`src/rtl/ufp_pkg.sv`:
```
package ufp_pkg;

  // Per-cycle queue operation after qualification
  typedef struct packed {
    logic wr;    // byte stored
    logic rd;    // byte removed
    logic clr;   // queue emptied
    logic lost;  // byte discarded for lack of room
  } ufp_op_t;

  function automatic int unsigned ufp_cnt_w(input int unsigned depth);
    return $clog2(depth + 1);
  endfunction

endpackage

```
`src/rtl/ufp_rst_sync.sv`:
```
module ufp_rst_sync (
  input  logic clk,
  input  logic rst_n,
  output logic rst_sync_n
);
  logic s1_q, s2_q;

  always_ff @(posedge clk or negedge rst_n) begin
    if (!rst_n) begin
      s1_q <= 1'b0;
      s2_q <= 1'b0;
    end else begin
      s1_q <= 1'b1;
      s2_q <= s1_q;
    end
  end

  assign rst_sync_n = s2_q;
endmodule

```
`src/rtl/ufp_byte_fifo.sv`:
```
module ufp_byte_fifo #(
  parameter int DEPTH = 16,
  parameter int W     = 8
) (
  input  logic                         clk,
  input  logic                         rst_n,
  input  logic                         push,
  input  logic [W-1:0]                 din,
  input  logic                         pop,
  input  logic                         flush,
  output logic [W-1:0]                 dout,
  output logic [$clog2(DEPTH+1)-1:0]   count,
  output logic                         full,
  output logic                         empty,
  output logic                         drop
);
  import ufp_pkg::*;

  localparam int AW = $clog2(DEPTH);
  localparam int CW = $clog2(DEPTH + 1);

  logic [W-1:0]  mem [DEPTH];
  logic [AW-1:0] wr_ptr_q, wr_ptr_d;
  logic [AW-1:0] rd_ptr_q, rd_ptr_d;
  logic [CW-1:0] cnt_q, cnt_d;
  logic          upd_en;
  ufp_op_t       op;

  assign full  = (cnt_q == CW'(DEPTH));
  assign empty = (cnt_q == '0);

  // Qualify the requested operations; flush dominates
  always_comb begin
    op.clr  = flush;
    op.wr   = push & ~full & ~flush;
    op.rd   = pop & ~empty & ~flush;
    op.lost = push & full & ~flush;
  end

  // Next-state
  always_comb begin
    wr_ptr_d = wr_ptr_q;
    rd_ptr_d = rd_ptr_q;
    cnt_d    = cnt_q;
    if (op.clr) begin
      wr_ptr_d = '0;
      rd_ptr_d = '0;
      cnt_d    = '0;
    end else begin
      if (op.wr) wr_ptr_d = wr_ptr_q + AW'(1);
      if (op.rd) rd_ptr_d = rd_ptr_q + AW'(1);
      cnt_d = cnt_q + CW'(op.wr) - CW'(op.rd);
    end
  end

  assign upd_en = op.clr | op.wr | op.rd;

  // State registers with explicit enable
  always_ff @(posedge clk or negedge rst_n) begin
    if (!rst_n) begin
      wr_ptr_q <= '0;
      rd_ptr_q <= '0;
      cnt_q    <= '0;
    end else if (upd_en) begin
      wr_ptr_q <= wr_ptr_d;
      rd_ptr_q <= rd_ptr_d;
      cnt_q    <= cnt_d;
    end
  end

  // Storage, not reset
  always_ff @(posedge clk) begin
    if (op.wr) mem[wr_ptr_q] <= din;
  end

  assign dout  = mem[rd_ptr_q];
  assign count = cnt_q;
  assign drop  = op.lost;

  // occupancy never passes the depth
  p_count_bound_r2: assert property (@(posedge clk) disable iff (!rst_n)
    cnt_q <= CW'(DEPTH));

  // flush leaves the queue empty
  p_flush_empties_r8: assert property (@(posedge clk) disable iff (!rst_n)
    flush |=> (count == '0));

  // a discarded byte does not change occupancy
  p_full_drop_r10: assert property (@(posedge clk) disable iff (!rst_n)
    (push && full && !pop && !flush) |=> (count == $past(count)));

  // popping an empty queue leaves it empty
  p_empty_pop_r12: assert property (@(posedge clk) disable iff (!rst_n)
    (pop && empty && !push && !flush) |=> empty);

endmodule

```
`src/rtl/ufp_flow_status.sv`:
```
module ufp_flow_status #(
  parameter int RX_DEPTH = 32,
  parameter int TX_DEPTH = 16
) (
  input  logic                            clk,
  input  logic                            rst_n,
  input  logic [$clog2(RX_DEPTH+1)-1:0]   rx_count,
  input  logic [$clog2(TX_DEPTH+1)-1:0]   tx_count,
  input  logic [$clog2(RX_DEPTH)-1:0]     rx_trig,
  input  logic [$clog2(TX_DEPTH)-1:0]     tx_trig,
  input  logic                            afc_en,
  input  logic [$clog2(RX_DEPTH)-1:0]     afc_level,
  input  logic                            sw_rts,
  input  logic                            rx_drop,
  input  logic                            tx_drop,
  input  logic                            ovf_clear,
  output logic [$clog2(TX_DEPTH+1)-1:0]   tx_space,
  output logic                            rx_avail,
  output logic                            tx_need,
  output logic                            rts_n,
  output logic                            rx_ovf,
  output logic                            tx_ovf
);
  localparam int RCW = $clog2(RX_DEPTH + 1);
  localparam int TCW = $clog2(TX_DEPTH + 1);

  logic rx_ovf_q, rx_ovf_d;
  logic tx_ovf_q, tx_ovf_d;
  logic ovf_en;

  // Level indications
  always_comb begin
    tx_space = TCW'(TX_DEPTH) - tx_count;
    rx_avail = (rx_count > RCW'(rx_trig));
    tx_need  = (tx_count <= TCW'(tx_trig));
    if (afc_en) rts_n = (rx_count > RCW'(afc_level));
    else        rts_n = ~sw_rts;
  end

  // Sticky flags: a new loss beats a clear
  always_comb begin
    rx_ovf_d = rx_drop | (rx_ovf_q & ~ovf_clear);
    tx_ovf_d = tx_drop | (tx_ovf_q & ~ovf_clear);
  end

  assign ovf_en = rx_drop | tx_drop | ovf_clear;

  always_ff @(posedge clk or negedge rst_n) begin
    if (!rst_n) begin
      rx_ovf_q <= 1'b0;
      tx_ovf_q <= 1'b0;
    end else if (ovf_en) begin
      rx_ovf_q <= rx_ovf_d;
      tx_ovf_q <= tx_ovf_d;
    end
  end

  assign rx_ovf = rx_ovf_q;
  assign tx_ovf = tx_ovf_q;

  // a transmit loss is flagged on the next cycle
  p_tx_ovf_set_r9: assert property (@(posedge clk) disable iff (!rst_n)
    tx_drop |=> tx_ovf);

  // a receive loss is flagged on the next cycle
  p_rx_ovf_set_r10: assert property (@(posedge clk) disable iff (!rst_n)
    rx_drop |=> rx_ovf);

  // flags hold without a clear
  p_ovf_hold_r11: assert property (@(posedge clk) disable iff (!rst_n)
    (rx_ovf && !ovf_clear) |=> rx_ovf);

  // a clear with no new loss drops the flag
  p_ovf_clear_r11: assert property (@(posedge clk) disable iff (!rst_n)
    (ovf_clear && !tx_drop) |=> !tx_ovf);

endmodule

```
`src/rtl/uart_fifo_pair.sv`:
```
module uart_fifo_pair #(
  parameter int RX_DEPTH = 32,
  parameter int TX_DEPTH = 16,
  parameter int DW       = 8
) (
  input  logic                            clk,
  input  logic                            rst_n,
  input  logic                            rx_in_valid,
  input  logic [DW-1:0]                   rx_in_data,
  output logic                            rx_in_ready,
  output logic                            tx_out_valid,
  output logic [DW-1:0]                   tx_out_data,
  input  logic                            tx_out_ready,
  input  logic                            sw_tx_push,
  input  logic [DW-1:0]                   sw_tx_data,
  input  logic                            sw_rx_pop,
  output logic [DW-1:0]                   sw_rx_data,
  output logic [$clog2(RX_DEPTH+1)-1:0]   rx_level,
  output logic [$clog2(TX_DEPTH+1)-1:0]   tx_space,
  input  logic                            rx_flush,
  input  logic                            tx_flush,
  input  logic                            ovf_clear,
  output logic                            rx_ovf,
  output logic                            tx_ovf,
  input  logic [$clog2(RX_DEPTH)-1:0]     rx_trig,
  input  logic [$clog2(TX_DEPTH)-1:0]     tx_trig,
  output logic                            rx_avail,
  output logic                            tx_need,
  input  logic                            afc_en,
  input  logic [$clog2(RX_DEPTH)-1:0]     afc_level,
  input  logic                            sw_rts,
  output logic                            rts_n
);
  localparam int RCW = ufp_pkg::ufp_cnt_w(RX_DEPTH);
  localparam int TCW = ufp_pkg::ufp_cnt_w(TX_DEPTH);

  logic           rst_core_n;
  logic [RCW-1:0] rx_cnt;
  logic [TCW-1:0] tx_cnt;
  logic           rx_full, rx_empty, rx_drop;
  logic           tx_full, tx_empty, tx_drop;

  ufp_rst_sync u_rst (
    .clk        (clk),
    .rst_n      (rst_n),
    .rst_sync_n (rst_core_n)
  );

  ufp_byte_fifo #(.DEPTH(RX_DEPTH), .W(DW)) u_rxq (
    .clk   (clk),
    .rst_n (rst_core_n),
    .push  (rx_in_valid),
    .din   (rx_in_data),
    .pop   (sw_rx_pop),
    .flush (rx_flush),
    .dout  (sw_rx_data),
    .count (rx_cnt),
    .full  (rx_full),
    .empty (rx_empty),
    .drop  (rx_drop)
  );

  ufp_byte_fifo #(.DEPTH(TX_DEPTH), .W(DW)) u_txq (
    .clk   (clk),
    .rst_n (rst_core_n),
    .push  (sw_tx_push),
    .din   (sw_tx_data),
    .pop   (tx_out_ready),
    .flush (tx_flush),
    .dout  (tx_out_data),
    .count (tx_cnt),
    .full  (tx_full),
    .empty (tx_empty),
    .drop  (tx_drop)
  );

  ufp_flow_status #(.RX_DEPTH(RX_DEPTH), .TX_DEPTH(TX_DEPTH)) u_stat (
    .clk       (clk),
    .rst_n     (rst_core_n),
    .rx_count  (rx_cnt),
    .tx_count  (tx_cnt),
    .rx_trig   (rx_trig),
    .tx_trig   (tx_trig),
    .afc_en    (afc_en),
    .afc_level (afc_level),
    .sw_rts    (sw_rts),
    .rx_drop   (rx_drop),
    .tx_drop   (tx_drop),
    .ovf_clear (ovf_clear),
    .tx_space  (tx_space),
    .rx_avail  (rx_avail),
    .tx_need   (tx_need),
    .rts_n     (rts_n),
    .rx_ovf    (rx_ovf),
    .tx_ovf    (tx_ovf)
  );

  assign rx_level     = rx_cnt;
  assign rx_in_ready  = ~rx_full;
  assign tx_out_valid = ~tx_empty;

  // free space and validity agree at the ports
  p_tx_space_valid_r3: assert property (@(posedge clk) disable iff (!rst_core_n)
    (tx_space == TCW'(TX_DEPTH)) |-> !tx_out_valid);

  // state is empty on the first cycle out of reset
  p_reset_empty_r1: assert property (@(posedge clk) disable iff (!rst_core_n)
    $rose(rst_core_n) |-> (rx_level == '0 && !rx_ovf && !tx_ovf));

endmodule

```
`config.mk`:
```
export PLATFORM = sky130hd
export DESIGN_NAME = uart_fifo_pair
export DESIGN_NICKNAME = d
export VERILOG_FILES = /design/src/rtl/ufp_pkg.sv /design/src/rtl/ufp_rst_sync.sv /design/src/rtl/ufp_byte_fifo.sv /design/src/rtl/ufp_flow_status.sv /design/src/rtl/uart_fifo_pair.sv
export SDC_FILE = /design/constraint.sdc
export NUM_CORES = 1
export LEC_CHECK = 0
export BUFFER_PORTS_ARGS = -buffer_cell sky130_fd_sc_hd__buf_2
export CAP_MARGIN = 15
export CELL_PAD_IN_SITES_DETAIL_PLACEMENT = 0
export CELL_PAD_IN_SITES_GLOBAL_PLACEMENT = 1
export CORE_MARGIN = 2
export CORE_UTILIZATION = 30
export CTS_CLUSTER_SIZE = 28
export DETAILED_ROUTE_END_ITERATION = 16
export HOLD_SLACK_MARGIN = 0.12
export PLACE_DENSITY_LB_ADDON = 0.2
export SLEW_MARGIN = 40
export SYNTH_ARGS = -nofsm -noshare
export SYNTH_HDL_FRONTEND = slang
export SYNTH_SLANG_ARGS = --single-unit
export TNS_END_PERCENT = 20
```
`constraint.sdc`:
```
create_clock -name clk -period 2.3 [get_ports clk]
set_input_delay 0.115 -clock clk [delete_from_list [all_inputs] [get_ports clk]]
set_output_delay 0.115 -clock clk [all_outputs]
set_load 0.05 [all_outputs]
```
==> metrics.md <==
| Metric | Value |
|---|---|
| Remaining Overflow, GRT | `0` |
| Mean post-synth cell area | `16.6 sq um` |
| Initial Utilization | `30.3%` |
| GRT Resource Usage Total | `13.6%` |
| Cells after Synth | `1050` |
| R2R Path Start | `u_txq.count[1]` |
| Final wirelength | `41500 um` |
| Crit path time final | `2.76 ns` |
| Yosys cell types | `53` |
| Fin area | `22600 sq um` |
| Register area share after synthesis | `70.7%` |
| Clock Skew | `0.0171 ns` |
| Placer Congestion | `0.772` |
| Hold path start | `rx_in_data[3]` |
| Cell Area, Synth | `17500 sq um` |
| HP Class | `in -> reg` |
| Die width | `245 um` |
| Vias in the first global route | `9771` |
| Fin. Hold Viols | `0` |
| Crit path launch | `u_rxq.rd_ptr_q[0]` |
| Crit Path Max Fanout | `7` |
| Clock Root Buffer | `clkbuf_16` |
| Antenna cell count | `0` |
| Final period util | `120%` |
| Share of cells above drive strength 1 | `35.1%` |
| Port bufs | `74` |
| Failing checks | `negative setup slack` |
| Pleak | `0.00780 uW` |
| Top post-synthesis cells by area | `edfxtp_1 66%, mux4_2 6.1%, mux2i_1 5.2%` |
| Die height | `245 um` |
| Routed Antenna Nets | `0` |
| Dpl cell area | `19700 sq um` |
| RSZ-0062 raised after global routing | `true` |
| Final setup margin | `-0.459 ns` |
| Initial antenna violation count | `0` |
| Final slew viol count | `0` |
| DP HPWL | `26100 um` |
| Net Count, Synth | `1136` |
| Clock Tree Buf Depth | `3` |
| Synth Register Bits | `417` |
| IO Pins | `75` |
| Post-synth EDFFs | `384` |
| Max cap viols | `0` |
| Full die area | `60200 sq um` |
| Post-DR wirelength/cell | `19.7 um` |
| CP Data Arrival Time | `2.64 ns` |
| # setup viols final | `21` |
| Ys async rst share | `7.91%` |
| # H-tree levels | `2` |
| First-pass GRT wire length | `61700 um` |
| Maximum clock frequency | `362 MHz` |
| Residual DRC count | `0` |
| Vias per cell | `4.59` |
| CTS sink cnt | `417` |
| CTS clock-pin slew for the worst setup and hold paths | `0.06 ns` |
| Synth top area share | `66.0%` |
| Area leader, netlist | `edfxtp_1` |
| Worst Path Class, Setup | `reg -> out` |
| VDD IR max | `1.19 mV` |
| Fin nets | `1391` |
| Total number of vias | `9672` |
| CTS tree | `done` |
| Worst path required time | `2.18 ns` |
| Largest net degree at the start of global routing | `33` |
| Status | `finished, violations left` |
| Starting DRT DRC Count | `434` |
| Relative slew slack | `52.0%` |
| Slew @ Worst Pin | `0.720 ns` |
| Area grow syn2layout | `29.3%` |
| CP Capture Type | `output pin` |
| Cell area power density | `1100 nW/um^2` |
| Worst setup SP type | `flop` |
| Clock Latency Late Sink | `0.58 ns` |
| DR pass1 iterations | `5` |
| Core area | `57600 sq um` |
| Finished Core Util | `39.2%` |
| FILL cells | `5337` |
| Number of CTS-inserted buffers | `47` |
| Ys flop type | `edfxtp_1` |
| Ys Warns | `0` |
| Row Count | `88` |
[power breakdown]
group | switching [uW] | leakage, uW | internal, uW
clock network | 3070 | 0.000761 | 4490
logic | 4450 | 0.00315 | 4130
registers | 173 | 0.00389 | 8500
[worst paths after layout]
check	end	slack, ns	depth (start not counted)
worst max-delay path	sw_rx_data[4]	-0.46	7
worst min register to register	u_rxq.count[4]	0.29	1
worst min-delay path	u_rxq.mem[19][3]	0.13	1
max in group asynchronous	u_rxq.rd_ptr_q[0]	1.63	1
min in group asynchronous	u_rxq.count[4]	0.29	1
worst max register to register	u_txq.count[4]	-0.44	15
[final cells by class]
class / instances / area (sq um) / share of cell area [%]
inverter: 38 / 148 / 0.653
tap: 765 / 957 / 4.24
sequential: 417 / 12400 / 54.7
multi-input combinational: 542 / 5260 / 23.3
clock inverter: 34 / 347 / 1.53
clock buffer: 53 / 1220 / 5.40
timing repair buffer: 259 / 2290 / 10.2
[Yosys cell counts, drive strengths merged (2+ instances only)]
master and n:
mux2 8, mux4 48, a22oi 24, a22o 14, edfxtp 384, clkbuf 19, nand4 6, a221oi 8
and2 3, buf 34, a221o 8, o21ai 34, xor2 13, or3 2, nand3b 4, nand2 28
nand2b 7, ha 43, nor2 86, nor2b 20, a211oi 10, or3b 2, a21oi 36, fa 2
dfrtp 33, xnor2 8, mux2i 90, a21o 2, nand3 6, nor3 5, nor3b 2, or2 2
a31oi 10, inv 38, and3 2
[layer usage]
layer  up-vias  GRT usage, %  routed length [um]
li1       4590             -                   -
met1      4882          18.4               19100
met2       133          22.2               20100
met3        67          2.15                1280
met4         0          4.51                1070
met5         -             0                   0
[logic make-up (layout without fill, tap and decap cells)]
logic type	Yosys count	after routing	synth area share, %
and+or+nand+nor	177	177	4.80
xor gates and xnor gates	21	21	1.05
DFF	417	417	70.7
other	1	1	0.0215
muxes	146	146	11.9
AOI/OAI and AO/OA	152	152	5.74
buffers and inverters	91	384	2.48
adders and majority gates	45	45	3.31
[sequential cells by signal (all words and copies together) (netlist names)]
signal	count
u_rxq.count	6
u_rxq.rd_ptr_q	5
u_stat.tx_ovf	1
u_txq.rd_ptr_q	4
u_txq.count	5
u_rxq.mem	256
u_stat.rx_ovf	1
u_rst.s1_q	1
u_rst.rst_sync_n	1
u_txq.wr_ptr_q	4
u_txq.mem	128
u_rxq.wr_ptr_q	5
[placed cells by master, fill, tap and decap left out, types with 7 or more instances in the layout]
cell type,instances
inv_2,8
a221oi_2,8
edfxtp_1,384
nand2_1,23
mux2i_1,87
dfrtp_2,7
buf_4,121
a22o_1,12
buf_6,38
dfrtp_1,25
clkbuf_16,53
clkinv_1,10
clkinv_2,12
a22oi_1,21
a21oi_2,18
nor2b_1,15
mux2_2,8
buf_12,14
a31oi_1,7
o21ai_1,21
inv_1,28
xnor2_1,8
ha_1,27
a21oi_1,18
a221o_1,8
a211oi_1,8
xor2_1,13
buf_2,55
nor2_1,83
dlygate4sd3_1,25
ha_4,15
mux4_2,48
[what timing repair did]
action,4_1_cts,5_1_grt
endpoints found under the setup margin,40,247
cloned,1,5
resized for setup,74,106
endpoints found under the hold margin,238,0
pin swaps,14,24
hold buffers,25,0
setup buffers,6,24
[critical path: stages (launching register included)]
cell     delay (ns)
dfrtp_4        0.54
buf_12         0.15
mux4_2         0.54
a22o_1         0.28
a31oi_1        0.17
buf_4          0.16
o21ai_4        0.06
buf_6          0.15
[stage by stage]
step                power (uW)  worst slack, ns  cells  hold WS (ns)  TNS [ns]
floorplan                13600           -0.583   1050        -0.181    -13.95
global placement         15800           -0.483   1961       -0.0980     -1.74
detailed placement       15800           -0.526   1961       -0.0972     -1.50
CTS                      24100           -0.507   2080         0.121     -7.45
global route             26000           -0.548   2108         0.149    -10.35
finish                   24800           -0.459   2108         0.131     -5.04
No activity file was read; power rests on OpenSTA's default activity.
